[src/rtl/synelem_rd_arb_pkg.sv]
package synelem_rd_arb_pkg;

   typedef enum logic {
      OWN_COEF = 1'b0,
      OWN_PARM = 1'b1
   } port_owner_e;

   typedef struct packed {
      logic coef_vld;
      logic coef_zero;
      logic parm_vld;
   } rsp_tag_t;

endpackage

[src/rtl/synelem_rd_prio.sv]
module synelem_rd_prio
   import synelem_rd_arb_pkg::*;
(
   input  logic        coef_req,
   input  logic        coef_zero,
   input  logic        parm_req,
   input  logic        xform_full,
   output logic        coef_gnt,
   output logic        coef_zack,
   output logic        parm_gnt,
   output port_owner_e owner
);

   logic coef_live;

   always_comb begin
      coef_live = coef_req && !xform_full;
      coef_gnt  = coef_live && !coef_zero;
      coef_zack = coef_live && coef_zero;
      parm_gnt  = parm_req && !coef_gnt;
      owner     = coef_gnt ? OWN_COEF : OWN_PARM;
   end

endmodule

[src/rtl/synelem_rd_rsp_pipe.sv]
module synelem_rd_rsp_pipe
   import synelem_rd_arb_pkg::*;
#(
   parameter int DATA_W = 16,
   parameter int RD_LAT = 1
) (
   input  logic              clk,
   input  logic              rst_n,
   input  rsp_tag_t          tag_in,
   input  logic [DATA_W-1:0] ram_rdata,
   output logic              rsp_coef_valid,
   output logic [DATA_W-1:0] rsp_coef_data,
   output logic              rsp_parm_valid,
   output logic [DATA_W-1:0] rsp_parm_data
);

   localparam int LAST = RD_LAT - 1;

   rsp_tag_t stage [RD_LAT];

   generate
      if (RD_LAT < 1) begin : g_bad_lat
         $error("synelem_rd_rsp_pipe: RD_LAT must be at least 1");
      end
      if (DATA_W < 1) begin : g_bad_dw
         $error("synelem_rd_rsp_pipe: DATA_W must be at least 1");
      end
      for (genvar s = 0; s < RD_LAT; s++) begin : g_stage
         if (s == 0) begin : g_head
            always_ff @(posedge clk or negedge rst_n) begin
               if (!rst_n) stage[0] <= '0;
               else        stage[0] <= tag_in;
            end
         end else begin : g_tail
            always_ff @(posedge clk or negedge rst_n) begin
               if (!rst_n) stage[s] <= '0;
               else        stage[s] <= stage[s-1];
            end
         end
      end
   endgenerate

   always_comb begin
      rsp_coef_valid = stage[LAST].coef_vld;
      rsp_coef_data  = stage[LAST].coef_zero ? '0 : ram_rdata;
      rsp_parm_valid = stage[LAST].parm_vld;
      rsp_parm_data  = ram_rdata;
   end

endmodule

[src/rtl/synelem_rd_arb.sv]
module synelem_rd_arb
   import synelem_rd_arb_pkg::*;
#(
   parameter int ADDR_W = 9,
   parameter int DATA_W = 16,
   parameter int RD_LAT = 1
) (
   input  logic              clk,
   input  logic              rst_n,
   input  logic              coef_req,
   input  logic              coef_zero,
   input  logic [ADDR_W-1:0] coef_addr,
   input  logic              parm_req,
   input  logic [ADDR_W-1:0] parm_addr,
   input  logic              xform_full,
   output logic              coef_gnt,
   output logic              coef_zack,
   output logic              parm_gnt,
   output logic              ram_re,
   output logic [ADDR_W-1:0] ram_addr,
   input  logic [DATA_W-1:0] ram_rdata,
   output logic              rsp_coef_valid,
   output logic [DATA_W-1:0] rsp_coef_data,
   output logic              rsp_parm_valid,
   output logic [DATA_W-1:0] rsp_parm_data
);

   generate
      if (ADDR_W < 1) begin : g_bad_aw
         $error("synelem_rd_arb: ADDR_W must be at least 1");
      end
   endgenerate

   port_owner_e owner;
   rsp_tag_t    tag_now;

   synelem_rd_prio u_prio (
      .coef_req   (coef_req),
      .coef_zero  (coef_zero),
      .parm_req   (parm_req),
      .xform_full (xform_full),
      .coef_gnt   (coef_gnt),
      .coef_zack  (coef_zack),
      .parm_gnt   (parm_gnt),
      .owner      (owner)
   );

   always_comb begin
      ram_re           = coef_gnt || parm_gnt;
      ram_addr         = (owner == OWN_COEF) ? coef_addr : parm_addr;
      tag_now.coef_vld  = coef_gnt || coef_zack;
      tag_now.coef_zero = coef_zack;
      tag_now.parm_vld  = parm_gnt;
   end

   synelem_rd_rsp_pipe #(
      .DATA_W (DATA_W),
      .RD_LAT (RD_LAT)
   ) u_pipe (
      .clk            (clk),
      .rst_n          (rst_n),
      .tag_in         (tag_now),
      .ram_rdata      (ram_rdata),
      .rsp_coef_valid (rsp_coef_valid),
      .rsp_coef_data  (rsp_coef_data),
      .rsp_parm_valid (rsp_parm_valid),
      .rsp_parm_data  (rsp_parm_data)
   );

endmodule

[config.mk]
export PLATFORM = sky130hd
export DESIGN_NAME = synelem_rd_arb
export DESIGN_NICKNAME = d
export VERILOG_FILES = /design/src/rtl/synelem_rd_arb_pkg.sv /design/src/rtl/synelem_rd_prio.sv /design/src/rtl/synelem_rd_rsp_pipe.sv /design/src/rtl/synelem_rd_arb.sv
export SDC_FILE = /design/constraint.sdc
export NUM_CORES = 1
export LEC_CHECK = 0
export BUFFER_PORTS_ARGS = -buffer_cell sky130_fd_sc_hd__buf_2
export CAP_MARGIN = 20
export CORE_UTILIZATION = 25
export DETAILED_ROUTE_END_ITERATION = 16
export GPL_ROUTABILITY_DRIVEN = 0
export PLACE_DENSITY_LB_ADDON = 0.2
export SYNTH_ARGS = -nofsm -noshare
export SYNTH_HDL_FRONTEND = slang
export SYNTH_SLANG_ARGS = --single-unit
[constraint.sdc]
create_clock -name clk -period 1.5 [get_ports clk]
set_input_delay 0.3 -clock clk [delete_from_list [all_inputs] [get_ports clk]]
set_output_delay 0.3 -clock clk [all_outputs]
set_load 0.005 [all_outputs]
# Yosys cells after proc, flatten, opt, wreduce, memory -nomap -nowiden
# Cells that the tools add are included.
# word_totals
wordCells	14
ff_bits	3
latch_bits	0
in_bits	40
ramBits	0
memories	0
romBits	0
output_inout_bits	47
# classes
n_bitwise	0
n_mux	2
multipliers	0
n_eq_ne	0
magnitude_cmp	0
n_div	0
n_shift	0
reduce_logical	9
addsub	0
# ops
operator	count
16-bit two-way mux	1
9-bit two-way mux	1
1-bit logical AND	4
1-bit zero test	3
1-bit logical OR	2

# Logic depth before layout (Yosys ltp)
# Gate-level depths: netlist of the first run.
# depth
word_depth	6
depth_mapped	3
mapped_depth_nobuf	2

# By module
# From an unflattened synthesis of the first run, not the netlist that was laid out.
# unflattened
hier_cells	52
hier_area_um2	536.8
# modules_own_cells
mod	cells_each	n_inst	area_per_inst_um2
synelem_rd_rsp_pipe	36	1	339.1
synelem_rd_arb	12	1	158.9
synelem_rd_prio	4	1	38.8

# Worst setup path before layout of the first run
# No wires, ideal clock.
# synth_path
path_type	input port to output port
from	in xform_full
to	out ram_addr[1]
path_buffers	1
stages	3
t_required_ns	1.200
t_arrival_ns	1.023
setup_slack_ns	0.177
path_cell_list	nor3b_4 > buf_6 > mux2_2
# synth_between
elab_chain_cells	4
# synth_rtl
element	line_no	source
start, declared	synelem_rd_arb.sv:15	input logic xform_full,
1-bit zero test	synelem_rd_prio.sv:17	coef_live = coef_req && !xform_full;
1-bit logical AND	synelem_rd_prio.sv:17	
1-bit logical AND	synelem_rd_prio.sv:18	coef_gnt = coef_live && !coef_zero;
net coef_gnt	synelem_rd_arb.sv:16	output logic coef_gnt,
9-bit two-way mux	synelem_rd_arb.sv:50	ram_addr = (owner == OWN_COEF) ? coef_addr : parm_addr;
end, declared	synelem_rd_arb.sv:20	output logic [ADDR_W-1:0] ram_addr,
# The timed path passes the listed nets, and every way through them passes these cells.

# Worst setup path in the final report of the first run
# layout_path
from	in coef_zero
to	out ram_addr[2]
# layout_between
elab_chain_cells	3
# layout_rtl
element	line_no	source
start, declared	synelem_rd_arb.sv:11	input logic coef_zero,
1-bit zero test	synelem_rd_prio.sv:18	
1-bit logical AND	synelem_rd_prio.sv:18	
9-bit two-way mux	synelem_rd_arb.sv:50	
# Every way passes these cells.

==> flow_summary.yaml, run 1 <==
outcome:
  outcome: "finished with violations"
  violations_in_the_final_reports: "setup timing"
die:
  floorplan.die_area_sq_mm: 0.002017
  dieWidth_um: 44.92
  core_area_sq_mm: 0.001727
  initial_utilization_pct: 26.67
  floorplan.rows: 15
  boundaryPins: 87
  chipHeight_um: 44.92
synth:
  synth_compound_area_share_pct: 0
  post_synth_edffs: 0
  synth_area_leaders: "sky130_fd_sc_hd__buf_4 (26%), sky130_fd_sc_hd__mux2_2 (22%), sky130_fd_sc_hd__nor2b_1 (22%)"
  synth-seq-cells: 3
  synth-warning-count: 0
  seq_area_frac_synth_pct: 16.30
  xor_and_xnor_fraction_of_the_mapped_netlist_area_pct: 0
  yosys-mux-area-fraction_pct: 22.01
  yosysTopAreaCellShare_pct: 26.09
  combinational_family_with_the_most_area_after_synthesis: "simple AND/OR/NAND/NOR gates"
  synth_top_flop_cell: "sky130_fd_sc_hd__dfrtp_1"
  postSynthCellCount: 51
  syn_area_sq_um: 460.4
  synth_cell_types: 10
  synthSimpleGateAreaFrac_pct: 32.34
  netlist_top_cells_count: "sky130_fd_sc_hd__buf_4 (16), sky130_fd_sc_hd__nor2b_1 (16), sky130_fd_sc_hd__mux2_2 (9)"
  synth-adder-area-share_pct: 0
  synth_nets: 91
  synth_top_area_cell: "sky130_fd_sc_hd__buf_4"
  async_s_r_ff_share_synth_pct: 100.0
  post_synth.cell_area_avg_sq_um: 9.028
route:
  vias_per_cell: 3.967
  antenna_left: 0
  routed-wl-met3_um: 189
  wl_per_cell_um: 8.750
  drcViolationCount: 0
  drt_iter0_drc: 2
  met1_length_um: 473
  via_count: 603
  postRouteWirelength_um: 1330
  top_layer_used: "met3"
  met2_wirelength_um: 667
  drt-pass1-iter-count: 4
clock_tree:
  cts.root.buffer_cell: "sky130_fd_sc_hd__clkbuf_4"
  tritoncts: "done"
  tritoncts.num_buffers: 3
  cts_sinks: 3
  cts.clk_slew.worst_paths_ns: 0.03
  cts-root-to-sink-buffers: 2
  htree_num_levels: 1
placed_design:
  port_buffers: 86
  post-place-cells: 145
  dp_worst_setup_slack_ns: -0.05635
  post-dp-hpwl_um: 1030
sta:
  rsz_0062_raised_after_global_routing: "true"
  final_max_slew_viol_count: 0
  final.period_utilization_pct: 103.9
  fmax_mhz: 641.6
  layout_setup_ws_ns: -0.05870
  timing.final.crit_period_ns: 1.559
  worstMarginPinSlew_ns: 0.4288
  setup_violations: 9
  slew_headroom_pct: 71.42
  hold_viol_final: 0
worst_setup_path:
  cp-end-kind: "output port"
  critical_path_peak_fanout: 6
  criticalPathCategory: "input port to output port"
  critical_path_arrival_ns: 1.26
  critPathRequiredTime_ns: 1.20
  cp-start-kind: "input port"
layout:
  nets: 168
  flow.area_growth_from_synthesis_pct: 115.8
  insertedDiodeCount: 0
  drive_above_1_share_pct: 82.68
  share_of_the_core_filled_with_cells_pct: 57.54
  final-instance-count-excl-fill: 152
job:
  max_cap_viol_count: 0
pwr:
  total_switching_power_mw: 0.1219
  pwr-share-clk_pct: 29.1
  sequentialPowerShare_pct: 19.1
  power.share.combinational_pct: 51.8
  peakVddDrop_v: 0.0003373
  power_switching_share_pct: 25.81
  cellInternalPower_mw: 0.3503
  power_density_mw_per_mm2: 475.2
  total_leakage_power_nw: 0.5821
min_path:
  hold-path-cell-count: 2
  worstHoldPathType: "input port to register"
  hold_path_end: "u_pipe.stage[1]$_DFF_PN0_"
  hp-start: "coef_zero"
global_routing:
  grt_pass1_vias: 441
  first_pass_grt_wire_length_um: 1628
  grt_start_max_net_pins: 17
  grt_overflow: 0
  globalRouteTotalUtil_pct: 11.10
  antenna_found_initial: 0
power groups by stage:
stage / Sequential, mW / Clock (mW) / Combinational, mW
2_1_floorplan: 0.0892 / 0 / 0.0968
3_3_place_gp: 0.0912 / 0 / 0.190
3_5_place_dp: 0.0917 / 0 / 0.190
4_1_cts: 0.0907 / 0.146 / 0.237
5_1_grt: 0.0911 / 0.155 / 0.265
6_report: 0.0901 / 0.137 / 0.245
worst max path at each step:
stage | slack, ns | end | from
after floorplan | 0.18 | ram_addr[1] | xform_full
after global placement | -0.04 | ram_addr[2] | xform_full
after detailed placement | -0.06 | ram_addr[2] | xform_full
after CTS | -0.06 | ram_addr[2] | coef_zero
after global routing | -0.08 | ram_addr[1] | coef_zero
final | -0.06 | ram_addr[2] | coef_zero
routing by layer:
metal | up-vias | track usage (%)
met5 | - | 0
met4 | 0 | 7.273
met2 | 56 | 19.12
met3 | 0 | 2.400
met1 | 250 | 12.25
li1 | 297 | -
kinds of logic (layout without fill, tap and decap cells):
group	count (synthesis)	count (layout)
AND/OR/NAND/NOR	21	21
multiplexers	9	9
buffers and inverters	18	94
flip-flops	3	3
state kept, by name (all words and copies together), names as in the netlist:
register,cells
u_pipe.rsp_parm_valid,1
u_pipe.stage,1
u_pipe.rsp_coef_valid,1
what timing repair did:
| item | CTS | global route |
|---|---|---|
| pin swaps | 1 | 0 |
| hold buffers | 1 | 0 |
| hold endpoints to repair | 3 | 0 |
| setup buffers | 1 | 0 |
| gates resized for setup | 20 | 4 |
| gates cloned | 1 | 0 |
| setup endpoints to repair | 9 | 10 |
final cells by class:
class	count	area (sq um)
fillers	152	733.2
repair buffers	90	574.3
multi-input cells	30	286.5
flip-flops and latches	3	75.07
well taps	25	31.28
clock buffers	4	26.28
metrics by stage:
| step | total power [mW] | setup TNS (ns) | cell area, sq um | hold WS (ns) |
|---|---|---|---|---|
| 2_1_floorplan | 0.1859 | 0 | 460.4 | 0.004409 |
| 3_3_place_gp | 0.2812 | -0.3189 | 807.0 | 0.09511 |
| 3_5_place_dp | 0.2819 | -0.4148 | 807.0 | 0.09647 |
| 4_1_cts | 0.4737 | -0.5111 | 972.2 | 0.3045 |
| 5_1_grt | 0.5108 | -0.6726 | 993.5 | 0.3282 |
| 6_report | 0.4721 | -0.4837 | 993.5 | 0.3171 |
layout by cell type, fill, tap and decap left out, drive strengths merged:
cell type / count
mux2: 9
buf: 89
and2: 1
dlygate4sd3: 1
or2: 1
nor2b: 16
clkbuf: 4
nor3b: 1
and2b: 2
dfrtp: 3
critical path, stage by stage:
cell and delay, ns:
sky130_fd_sc_hd__buf_6 0.10, sky130_fd_sc_hd__nor3b_4 0.18, sky130_fd_sc_hd__buf_6 0.14, sky130_fd_sc_hd__buf_12 0.12, sky130_fd_sc_hd__mux2_4 0.30, sky130_fd_sc_hd__buf_6 0.12
No activity file was read; power rests on OpenSTA's default activity.
==> run 2: changes to the inputs <==
Settings changed: ABC_AREA set to 1, CORE_UTILIZATION 25 to 28.
==> run 2 against run 1 <==
Effect of this change: wire length up 14%; global-route usage up 1.0 points; the run now ends clean; sequential power about the same; highest routed layer unchanged; fmax up 14%.
==> flow_summary.yaml, run 2 <==
route:
  wl_per_cell_um: 8.005
  antenna_left: 0
  drcViolationCount: 0
  postRouteWirelength_um: 1521
  drt_iter0_drc: 4
  vias_per_cell: 4.026
  drt-pass1-iter-count: 4
  via_count: 765
worst_setup_path:
  cp-end-kind: "output port"
  criticalPathCategory: "register to output port"
  timing.critical_path.from: "u_pipe.stage[1]$_DFF_PN0_"
  critical_path_peak_fanout: 16
  worst_path_largest_cell_delay_ns: 0.60
  cp-start-kind: "register"
  critical_path.slowest_cell: "sky130_fd_sc_hd__dfrtp_1"
  worstPathBufferInverterCount: 1
  critPathCapture: "rsp_coef_data[4]"
  cell_by_cell_trace_of_the_critical_path: "nor2_1, buf_2"
  crit_cells: 2
  critical_path_arrival_ns: 1.07
  timing.critical_path.max_delay_family: "flip-flops"
  critPathRequiredTime_ns: 1.20
synth:
  synth_nets: 134
  post_synth_edffs: 0
  synth_top_flop_cell: "sky130_fd_sc_hd__dfrtp_1"
  seq_area_frac_synth_pct: 13.89
  synth-seq-cells: 3
  combinational_family_with_the_most_area_after_synthesis: "buffers and inverters"
  postSynthCellCount: 94
  yosysMostFrequentCell: "sky130_fd_sc_hd__inv_1"
  yosys-mux-area-fraction_pct: 0
  netlist_top_cells_count: "sky130_fd_sc_hd__inv_1 (20), sky130_fd_sc_hd__nand2_1 (19), sky130_fd_sc_hd__buf_4 (17), sky130_fd_sc_hd__nor2_1 (17), sky130_fd_sc_hd__nand4_1 (9)"
  synth_area_leaders: "sky130_fd_sc_hd__buf_4 (24%), sky130_fd_sc_hd__dfrtp_1 (14%), sky130_fd_sc_hd__inv_1 (14%)"
  syn_area_sq_um: 540.5
  synth_compound_area_share_pct: 0
  xor_and_xnor_fraction_of_the_mapped_netlist_area_pct: 0
  synth-warning-count: 0
  yosysTopAreaCellShare_pct: 23.61
  synth_cell_types: 14
  synth-adder-area-share_pct: 0
  synth_top_area_cell: "sky130_fd_sc_hd__buf_4"
  synthSimpleGateAreaFrac_pct: 40.74
  async_s_r_ff_share_synth_pct: 100.0
  post_synth.cell_area_avg_sq_um: 5.750
clock_tree:
  cts_sinks: 3
  tritoncts: "done"
  cts.root.buffer_cell: "sky130_fd_sc_hd__clkbuf_4"
  htree_num_levels: 1
  cts-root-to-sink-buffers: 2
  cts.clk_slew.worst_paths_ns: 0.03
  tritoncts.num_buffers: 3
  post_cts.repair.setup_buffers: 0
layout:
  final-instance-count-excl-fill: 190
  mostFrequentLayoutCell: "sky130_fd_sc_hd__buf_2"
  flow.area_growth_from_synthesis_pct: 63.89
  mostFrequentLayoutCells: "sky130_fd_sc_hd__buf_2 (86), sky130_fd_sc_hd__inv_1 (20), sky130_fd_sc_hd__nand2_1 (19), sky130_fd_sc_hd__nor2_1 (17), sky130_fd_sc_hd__nand4_1 (9)"
  fill_cells: 204
  drive_above_1_share_pct: 56.97
  nets: 206
  insertedDiodeCount: 0
global_routing:
  first_pass_grt_wire_length_um: 1849
  grt_pass1_vias: 502
  grt_overflow: 0
  busiest_layer: "met2"
  antenna_found_initial: 0
  gr-usage-met2_pct: 22.54
  grt_use_met1_pct: 12.03
  globalRouteTotalUtil_pct: 12.14
  grt_use_met3_pct: 1.587
  grt_start_max_net_pins: 17
pwr:
  final_total_power_mw: 0.4347
  total_leakage_power_nw: 0.6533
  power_density_mw_per_mm2: 490.7
  peakVddDrop_v: 0.0002587
sta:
  final_max_slew_viol_count: 0
  hold_viol_final: 0
  final.setup.tns_ns: 0
  slew_headroom_pct: 70.70
  rsz_0062_raised_after_global_routing: "false"
  worstMarginPinSlew_ns: 0.4395
  final.period_utilization_pct: 91.23
  setup_violations: 0
  timing.final.crit_period_ns: 1.368
  fmax_mhz: 730.7
placed_design:
  post-dp-hpwl_um: 1324
  port_buffers: 86
  post-place-cells: 185
die:
  boundaryPins: 87
  floorplan.die_area_sq_mm: 0.002110
  floorplan.rows: 15
  core_area_sq_mm: 0.001764
  chipHeight_um: 45.94
  initial_utilization_pct: 30.64
  dieWidth_um: 45.94
min_path:
  worstHoldPathType: "input port to register"
job:
  max_cap_viol_count: 0
outcome:
  outcome: "completed"
run 2: changes by cell type in the layout (fill, tap and decap cells not counted), sizes merged, moves of 2 or more:
cell | before | now
and2b | 2 | 0
buf | 89 | 87
nand2 | 0 | 20
nor2b | 16 | 0
inv | 0 | 22
mux2 | 9 | 0
nand4 | 0 | 9
nor2 | 0 | 17
run 2: per-layer routing:
| metal | share of wire, % | wire (um) |
|---|---|---|
| met1 | 35 | 539 |
| met2 | 51 | 774 |
| met3 | 14 | 206 |
| met4 | 0 | 0 |
| met5 | 0 | 0 |
run 2: timing repair:
action | 4_1_cts | 5_1_grt
hold buffers | 1 | 0
endpoints found under the hold margin | 3 | 0
resized for setup | 0 | 0
run 2: final cells by class:
class | instances | area [sq um] | area share (%)
inverter | 22 | 85.08 | 9.605
tap | 25 | 31.28 | 3.531
sequential | 3 | 75.07 | 8.475
multi-input combinational | 48 | 220.2 | 24.86
clock buffer | 4 | 26.28 | 2.966
timing repair buffer | 88 | 447.9 | 50.56
run 2: power by group:
group	switching [mW]	total, mW	internal [mW]	leakage, nW
Combinational	0.0959	0.205	0.110	0.600
Sequential	0.00495	0.0904	0.0855	0.0383
Clock	0.0393	0.139	0.0995	0.0150
Total	0.140	0.435	0.295	0.653
run 2: per-stage QoR:
stage / hold slack (ns) / area (sq um) / utilization [%] / worst slack [ns]
2_1_floorplan: 0.004409 / 540.5 / - / 0.4364
3_3_place_gp: 0.09359 / 849.6 / 48.16 / 0.2262
3_5_place_dp: 0.09757 / 849.6 / 48.16 / 0.2096
4_1_cts: 0.2793 / 885.9 / 50.21 / 0.1018
5_1_grt: 0.2873 / 885.9 / 50.21 / 0.03856
6_report: 0.2868 / 885.9 / 50.21 / 0.1315
run 2: worst min path at each step:
stage,startpoint,endpoint,slack [ns],cells past startpoint
after floorplan,rst_n,u_pipe.rsp_coef_valid$_DFF_PN0_,0.004,0
after global placement,rst_n,u_pipe.rsp_parm_valid$_DFF_PN0_,0.09,1
after detailed placement,rst_n,u_pipe.stage[1]$_DFF_PN0_,0.1,1
after CTS,xform_full,u_pipe.rsp_coef_valid$_DFF_PN0_,0.28,2
after global routing,xform_full,u_pipe.rsp_coef_valid$_DFF_PN0_,0.29,2
final,xform_full,u_pipe.rsp_coef_valid$_DFF_PN0_,0.29,2
run 2: cells by family (layout without fill, tap and decap cells):
logic type / after synthesis / in the layout
buf+inv: 43 / 114
flops: 3 / 3
simple gates: 48 / 48
